`src/rtl/uart_dtx_pkg.sv`:
```
package uart_dtx_pkg;

  typedef enum logic [1:0] {
    LN_IDLE  = 2'd0,
    LN_START = 2'd1,
    LN_DATA  = 2'd2,
    LN_STOP  = 2'd3
  } line_state_e;

  function automatic int frame_bits(input logic nine, input int base_w);
    return nine ? base_w + 1 : base_w;
  endfunction

endpackage

```
`src/rtl/tx_hold_reg.sv`:
```
module tx_hold_reg #(
  parameter int DATA_W = 8
) (
  input  logic              clk,
  input  logic              rst,
  input  logic              enable,
  input  logic              wr_en,
  input  logic [DATA_W-1:0] wr_data,
  input  logic              wr_bit9,
  input  logic              wr_nine,
  input  logic              take,
  output logic              full,
  output logic [DATA_W:0]   out_data,
  output logic              out_nine
);

  logic            full_q;
  logic [DATA_W:0] data_q;
  logic            nine_q;
  logic            accept;

  // a write lands only when the register is empty and the block is enabled
  assign accept = enable && wr_en && !full_q;

  always_ff @(posedge clk) begin
    if (rst || !enable) begin
      full_q <= 1'b0;
    end else if (take) begin
      full_q <= 1'b0;
    end else if (accept) begin
      full_q <= 1'b1;
    end
  end

  always_ff @(posedge clk) begin
    if (rst) begin
      data_q <= '0;
      nine_q <= 1'b0;
    end else if (accept) begin
      data_q <= {wr_bit9, wr_data};
      nine_q <= wr_nine;
    end
  end

  assign full     = full_q;
  assign out_data = data_q;
  assign out_nine = nine_q;

  // a write to a full register leaves the pending contents untouched
  a_r8_full_write_ignored: assert property (@(posedge clk) disable iff (rst)
    (enable && full_q && wr_en && !take) |=> (full_q && $stable(data_q) && $stable(nine_q)));

  // the register only fills in response to a write strobe
  a_r4_fill_needs_write: assert property (@(posedge clk) disable iff (rst)
    $rose(full_q) |-> $past(wr_en));

endmodule

```
`src/rtl/tx_shift_engine.sv`:
```
module tx_shift_engine
  import uart_dtx_pkg::*;
#(
  parameter int DATA_W = 8
) (
  input  logic            clk,
  input  logic            rst,
  input  logic            enable,
  input  logic            bit_tick,
  input  logic            load_ok,
  input  logic [DATA_W:0] load_data,
  input  logic            load_nine,
  output logic            take,
  output logic            line,
  output logic            idle
);

  localparam int CNT_W = $clog2(DATA_W + 2);

  line_state_e     state_q, state_d;
  logic [DATA_W:0] shreg_q, shreg_d;
  logic [CNT_W-1:0] cnt_q, cnt_d;
  logic [CNT_W-1:0] last_q, last_d;
  logic            line_q, line_d;
  logic            idle_q;

  // reload from idle, or straight out of a finishing stop bit
  assign take = enable && load_ok &&
                ((state_q == LN_IDLE) || (state_q == LN_STOP && bit_tick));

  always_comb begin
    state_d = state_q;
    shreg_d = shreg_q;
    cnt_d   = cnt_q;
    last_d  = last_q;
    unique case (state_q)
      LN_IDLE: begin
        if (take) begin
          state_d = LN_START;
          shreg_d = load_data;
          last_d  = CNT_W'(frame_bits(load_nine, DATA_W) - 1);
        end
      end
      LN_START: begin
        if (bit_tick) begin
          state_d = LN_DATA;
          cnt_d   = '0;
        end
      end
      LN_DATA: begin
        if (bit_tick) begin
          shreg_d = shreg_q >> 1;
          if (cnt_q == last_q) state_d = LN_STOP;
          else                 cnt_d   = cnt_q + 1'b1;
        end
      end
      LN_STOP: begin
        if (bit_tick) begin
          if (take) begin
            state_d = LN_START;
            shreg_d = load_data;
            last_d  = CNT_W'(frame_bits(load_nine, DATA_W) - 1);
          end else begin
            state_d = LN_IDLE;
          end
        end
      end
      default: state_d = LN_IDLE;
    endcase
    case (state_d)
      LN_START: line_d = 1'b0;
      LN_DATA:  line_d = shreg_d[0];
      default:  line_d = 1'b1;
    endcase
  end

  always_ff @(posedge clk) begin
    if (rst || !enable) begin
      state_q <= LN_IDLE;
      shreg_q <= '0;
      cnt_q   <= '0;
      last_q  <= CNT_W'(DATA_W - 1);
      line_q  <= 1'b1;
      idle_q  <= 1'b1;
    end else begin
      state_q <= state_d;
      shreg_q <= shreg_d;
      cnt_q   <= cnt_d;
      last_q  <= last_d;
      line_q  <= line_d;
      idle_q  <= (state_d == LN_IDLE);
    end
  end

  assign line = line_q;
  assign idle = idle_q;

  // a new frame always opens with a low start bit
  a_r5_start_low: assert property (@(posedge clk) disable iff (rst)
    $fell(idle_q) |-> !line_q);

  // with no frame in flight the line rests high
  a_r1_idle_high: assert property (@(posedge clk) disable iff (rst)
    idle_q |-> line_q);

  // between ticks the line level does not move during a frame
  a_r2_hold_bit: assert property (@(posedge clk) disable iff (rst || !enable)
    (!idle_q && !bit_tick && state_q != LN_IDLE) |=> $stable(line_q));

  // a pending byte follows a stop bit with no idle gap
  a_r6_no_gap: assert property (@(posedge clk) disable iff (rst || !enable)
    (state_q == LN_STOP && bit_tick && load_ok) |=> (!line_q && !idle_q));

endmodule

```
`src/rtl/uart_dbuf_tx.sv`:
```
module uart_dbuf_tx #(
  parameter int DATA_W = 8
) (
  input  logic              clk,
  input  logic              rst,
  input  logic              tx_en,
  input  logic              bit_tick,
  input  logic              wr_en,
  input  logic [DATA_W-1:0] wr_data,
  input  logic              wr_bit9,
  input  logic              wr_nine,
  input  logic              hold_irq_en,
  output logic              hold_empty,
  output logic              shift_empty,
  output logic              hold_irq,
  output logic              txd,
  output logic              txd_oe
);

  logic            full;
  logic [DATA_W:0] hold_data;
  logic            hold_nine;
  logic            take;
  logic            oe_q;
  logic            irq_q;

  tx_hold_reg #(.DATA_W(DATA_W)) u_hold (
    .clk      (clk),
    .rst      (rst),
    .enable   (tx_en),
    .wr_en    (wr_en),
    .wr_data  (wr_data),
    .wr_bit9  (wr_bit9),
    .wr_nine  (wr_nine),
    .take     (take),
    .full     (full),
    .out_data (hold_data),
    .out_nine (hold_nine)
  );

  tx_shift_engine #(.DATA_W(DATA_W)) u_shift (
    .clk       (clk),
    .rst       (rst),
    .enable    (tx_en),
    .bit_tick  (bit_tick),
    .load_ok   (full),
    .load_data (hold_data),
    .load_nine (hold_nine),
    .take      (take),
    .line      (txd),
    .idle      (shift_empty)
  );

  always_ff @(posedge clk) begin
    if (rst) begin
      oe_q  <= 1'b0;
      irq_q <= 1'b0;
    end else begin
      oe_q  <= tx_en;
      irq_q <= tx_en && hold_irq_en && !full;
    end
  end

  assign hold_empty = !full;
  assign txd_oe     = oe_q;
  assign hold_irq   = irq_q;

  // disabling releases the line and idles the shifter on the next cycle
  a_r9_release: assert property (@(posedge clk) disable iff (rst)
    !tx_en |=> (!txd_oe && shift_empty && hold_empty));

  // holding-empty sets only through a transfer or a disable
  a_r4_empty_source: assert property (@(posedge clk) disable iff (rst)
    $rose(hold_empty) |-> ($past(take) || !$past(tx_en)));

  // the interrupt needs its enable
  a_r11_irq_gated: assert property (@(posedge clk) disable iff (rst)
    hold_irq |-> $past(hold_irq_en));

endmodule

```
`config.mk`:
```
export PLATFORM = sky130hd
export DESIGN_NAME = uart_dbuf_tx
export DESIGN_NICKNAME = d
export VERILOG_FILES = /design/src/rtl/uart_dtx_pkg.sv /design/src/rtl/tx_hold_reg.sv /design/src/rtl/tx_shift_engine.sv /design/src/rtl/uart_dbuf_tx.sv
export SDC_FILE = /design/constraint.sdc
export NUM_CORES = 1
export LEC_CHECK = 0
export BUFFER_PORTS_ARGS = -buffer_cell sky130_fd_sc_hd__buf_4
export CORE_MARGIN = 1.5
export CORE_UTILIZATION = 45
export DETAILED_ROUTE_END_ITERATION = 16
export PLACE_DENSITY = 0.64
export SETUP_SLACK_MARGIN = 0.4
export SLEW_MARGIN = 20
export SYNTH_ARGS = -nofsm -noshare
export SYNTH_HDL_FRONTEND = slang
export SYNTH_SLANG_ARGS = --single-unit
```
`constraint.sdc`:
```
create_clock -name clk -period 2 [get_ports clk]
set_input_delay 0.4 -clock clk [delete_from_list [all_inputs] [get_ports clk]]
set_output_delay 0.4 -clock clk [all_outputs]
set_load 0.02 [all_outputs]
```
# After elaboration in Yosys (flattened, before gate mapping)
# Index checks and enable logic that the tools add are counted.
# classes
addsub	2
eq_ne	10
n_mux	20
reduce_logical	20
# op_table
op	n
$mux 9	3
$pmux 9 s3	1
$mux 4	5
$pmux 4 s2	2
$mux 2	5
$ne 2x2->1 const B	4
$pmux 2 s4	1
$logic_and 1x1->1	7
$eq 2x2->1 const B	3
$add 4x1->4 const B	1
$eq 2x1->1 const B	2
$eq 4x4->1	1
$logic_not 2->1	2
$reduce_and 4->1	1
$reduce_bool 2->1	2
$sub 4x1->4 const B	1
$reduce_and 3->1	1
$reduce_bool 3->1	1
$logic_not 1->1	2
$logic_or 1x1->1	2
$mux 1	2
$pmux 1 s2	1
$reduce_and 2->1	1
$reduce_or 2->1	1
# word_totals
register_bits	34
in_bits	16
out_inout_bits	5
elab_cells	64

# Depth between registers and ports, before layout
# depth
ltp_word	9
depth_mapped	7
ltp_nobuf	5

# Hierarchy
# A second synthesis with hierarchy kept.
# unflattened
cells_unflattened	192
hier_area_um2	1666.6
# by_module_without_submodules
module	instances	cells_each	area_per_inst_um2	seq_area_each_um2
tx_shift_engine	1	140	1114.8	380.4
tx_hold_reg	1	47	486.7	220.2
uart_dbuf_tx	1	5	65.1	40.0

# Least setup slack after synthesis
# Ideal clock, no wire load.
# synth_timing
path_kind	register to register
start	reg u_shift.cnt_q[0]
end	reg u_shift.cnt_q[0]
setup_ns	0.120
arrival_ns	1.431
t_required_ns	1.880
setup_slack_ns	0.449
path_stages_with_launch	5
n_path_buf	0
synth_period_minus_slack_ns	1.551
cell_sequence	dfxtp_1 > or4_4 > a21oi_4 > nor4_1 > o31a_1
# synth_via
elab_chain_len	4
elab_cells_between_ends	7
classes_between	add/sub (1); eq/ne (2); mux (3); reduce/logical (1)
# synth_lines
element	line_no	source
start, declared	tx_shift_engine.sv:22	logic [CNT_W-1:0] cnt_q, cnt_d;
start signal, assigned	tx_shift_engine.sv:88	cnt_q <= cnt_d;
$add 4x1->4	tx_shift_engine.sv:54	else cnt_d = cnt_q + 1'b1;
$mux 4	tx_shift_engine.sv:53	if (cnt_q == last_q) state_d = LN_STOP;
$mux 4	tx_shift_engine.sv:51	if (bit_tick) begin
$pmux 4 s2	tx_shift_engine.sv:36	unique case (state_q)
# Parallel ways exist; a longest one is shown, timed or not. The select of a mux whose other input is x is not followed.
# A chain may end at the register's enable or synchronous reset.

# Final worst setup path
# layout_timing
start	reg u_shift.cnt_q[0]
end	reg u_shift.cnt_q[3]
# The elaborated chain is that of the path after synthesis.

==> reports/metrics.csv <==
stage;metric;value;unit
outcome;outcome;completed;
critical_path;critical path type;reg2reg;
cells_and_area;ANT cells;0;
floorplanning;Die H;58.9;microns
routing;wire per inst;13.8;microns
worst_hold_path;worst min path class;in2reg;
yosys;cell area after synthesis;1410;sq um
sta;clk_skew;0.00983;ns
clock_network;# hold bufs at CTS;0;
cells_and_area;most common cell after layout, fill and taps aside;dfxtp_1;
sta;Final Setup Violations;0;
floorplanning;I/O pins;21;
sta;Worst-Margin Slew;0.451;ns
global_route;first-pass GRT wire length;4.89;mm
clock_network;clock tree buffer depth;2;
routing;Final ANT Viol Nets;0;
routing;drt pass-1 iters;4;
routing;Via density;5.67;
floorplanning;die area;3470;sq um
power_and_ir_drop;LEAKAGE;0.733;nW
critical_path;critical-path cell list;or4_4 -> a21oi_4 -> buf_4 -> nor3_1 -> o21a_1;
cells_and_area;commonest non-fill, non-tap cells in the layout;dfxtp_1, buf_4, nor2_1, nand2_1, mux2i_1;
floorplanning;# rows;20;
critical_path;startpoint types;flip-flop;
critical_path;Required @ worst endpoint;2.25;ns
yosys;Synth Flop Type;dfxtp_1;
critical_path;endpoint type of the worst setup path;flip-flop;
critical_path;Slowest-stage cell, CP;or4_4;
global_route;Total GRT Usage;18.9;%
run;maxcap violations;0;
sta;relative slew slack;69.7;%
sta;Max Freq;0.645;GHz
clock_network;TritonCTS Sinks;32;
clock_network;Worst-Skew Late Latency;0.34;ns
sta;Hold Violations, Final;0;
cells_and_area;fraction of layout cells with a size suffix above 1;25.4;%
floorplanning;Die Width;58.9;microns
yosys;Avg Synthesized Cell Area;9.31;sq um
routing;DR vias;1167;
floorplanning;Core ar.;3000;sq um
cells_and_area;Layout Utilization;55.1;%
power_and_ir_drop;maximum VDD drop;402;uV
clock_network;CTS tree;built;
global_route;initial antenna violation count;0;
cells_and_area;Syn-to-layout area delta;17.8;%
global_route;vias in the first global route;1150;
critical_path;largest fanout on the critical path;7;
floorplanning;Initial Util;46.8;%
routing;DRC;0;
routing;Iteration-0 DRC Markers;94;
power_and_ir_drop;total power;1.10;mW
critical_path;Data arrival, critical path;1.80;ns
place;Buffers on Ports;20;
global_route;largest net degree at the start of global routing;13;
clock_network;Root Buffer Master;clkbuf_4;
place;post-DP HPWL;2.01;mm
sta;RSZ-0062 raised after global routing;no;
sta;final max-slew violation count;0;
clock_network;CTS Buf Count;5;
yosys;Synth Warn #;0;
global_route;total grt overflow;0;
yosys;number of synthesized flops with an enable pin;0;
critical_path;CP max stage delay;0.55;ns
sta;Period minus WS final;1.55;ns
yosys;post-synth cell types;44;
sta;Fin Setup TNS;0;ns
yosys;syn nets;168;
yosys;ys async rst share;0;%
yosys;synthesized instance count;151;
place;routability cong.;0.884;
power_and_ir_drop;PwrDens;664;nW/um^2
clock_network;number of H-tree levels;2;
routing;WL final;2.84;mm
cells_and_area;nets;190;
clock_network;Reg clk slew, reported paths;0.10;ns
yosys;sequential-to-total area share from yosys stat;45.6;%
yosys;number of synthesized register bits;32;
sta;final cycle utilization of the critical path;77.5;%
-- power by group --
part           total, mW  leakage (nW)  internal, mW  switching [mW]
combinational     0.0983         0.444        0.0480          0.0504
clock              0.340        0.0281         0.129           0.211
sequential         0.661         0.261         0.652         0.00917
-- sequential cells by signal, indices dropped and copies added (netlist names) --
signal,count
txd_oe,1
u_shift.shreg_q,9
u_shift.cnt_q,4
u_hold.out_nine,1
hold_irq,1
u_shift.idle,1
u_shift.line,1
u_hold.out_data,9
u_hold.full,1
u_shift.last_q,2
u_shift.state_q,2
-- timing repair --
action                     4_1_cts  5_1_grt
gates resized for setup          4        3
pin swaps                        1        0
setup endpoints to repair        9        5
cloned                           0        0
buffers inserted                 1        0
-- routing by layer --
metal  GRT usage (%)  part of all wire [%]  vias up  routed length (microns)
li1                -                     -      588                        -
met1            21.7                    46      543                     1300
met2            30.6                    47       28                     1350
met3            5.27                   4.2        8                      120
met4            12.3                   2.5        0                       72
met5               0                     0        -                        0
-- layout make-up --
cell class | instances | area, sq um
clock buffers | 6 | 41.3
inverters | 5 | 18.8
fillers | 278 | 1350
multi-input cells | 105 | 726
well taps | 33 | 41.3
repair buffers | 24 | 180
flip-flops and latches | 32 | 643
clock inverters | 1 | 5.00
-- final timing paths --
check | startpoint | endpoint | slack, ns | cells past startpoint
worst max-delay path | u_shift.cnt_q[0] | u_shift.cnt_q[3] | 0.45 | 5
worst min-delay path | wr_nine | u_hold.out_nine | 0.29 | 3
worst max register to register | u_shift.cnt_q[0] | u_shift.cnt_q[3] | 0.45 | 5
worst min register to register | u_hold.out_data[8] | u_shift.shreg_q[8] | 0.47 | 2
-- cell usage after synthesis (2+ instances only) --
cell | n | area [sq um]
and3_1 | 8 | 50.1
o211ai_1 | 2 | 15.0
a21oi_1 | 8 | 40.0
o21a_1 | 3 | 22.5
nand2b_1 | 3 | 18.8
clkbuf_1 | 2 | 7.51
inv_1 | 5 | 18.8
dfxtp_1 | 32 | 641
nand2_1 | 10 | 37.5
nand4_1 | 3 | 18.8
a221o_1 | 7 | 70.1
buf_2 | 4 | 20.0
and2_1 | 2 | 12.5
o21ai_0 | 6 | 30.0
nand3_1 | 2 | 10.0
xor2_1 | 2 | 17.5
mux2i_1 | 10 | 100
nor3_1 | 2 | 10.0
nor2_1 | 15 | 56.3
-- logic make-up (layout without fill, tap and decap cells) --
logic type               count (synthesis)  in the layout  share of synthesized area (%)
AND/OR/NAND/NOR                         55             55                           20.8
AO/OA/AOI/OAI                           36             36                           19.1
flip-flops                              32             32                           45.6
buffers and inverters                   14             36                           4.45
multiplexers                            11             11                           7.93
XOR/XNOR                                 2              2                           1.25
adder cells (fa/ha/maj)                  1              1                          0.890
-- metrics by stage --
stage	cell area (sq um)	hold slack (ns)	setup WS [ns]	cells
after global routing	1660	0.297	0.402	206
after floorplan	1410	0.432	0.449	151
after global placement	1580	0.460	0.212	198
after detailed placement	1580	0.461	0.150	198
after CTS	1640	0.282	0.425	206
final	1660	0.286	0.450	206
-- worst max-delay path, delay by kind of cell (launching register included) --
family,cells,cell delay [ns]
buffers and inverters,1,0.16
AO/OA/AOI/OAI,2,0.34
flip-flops,1,0.36
AND/OR/NAND/NOR,2,0.60
(Power assumes the default switching activity.)
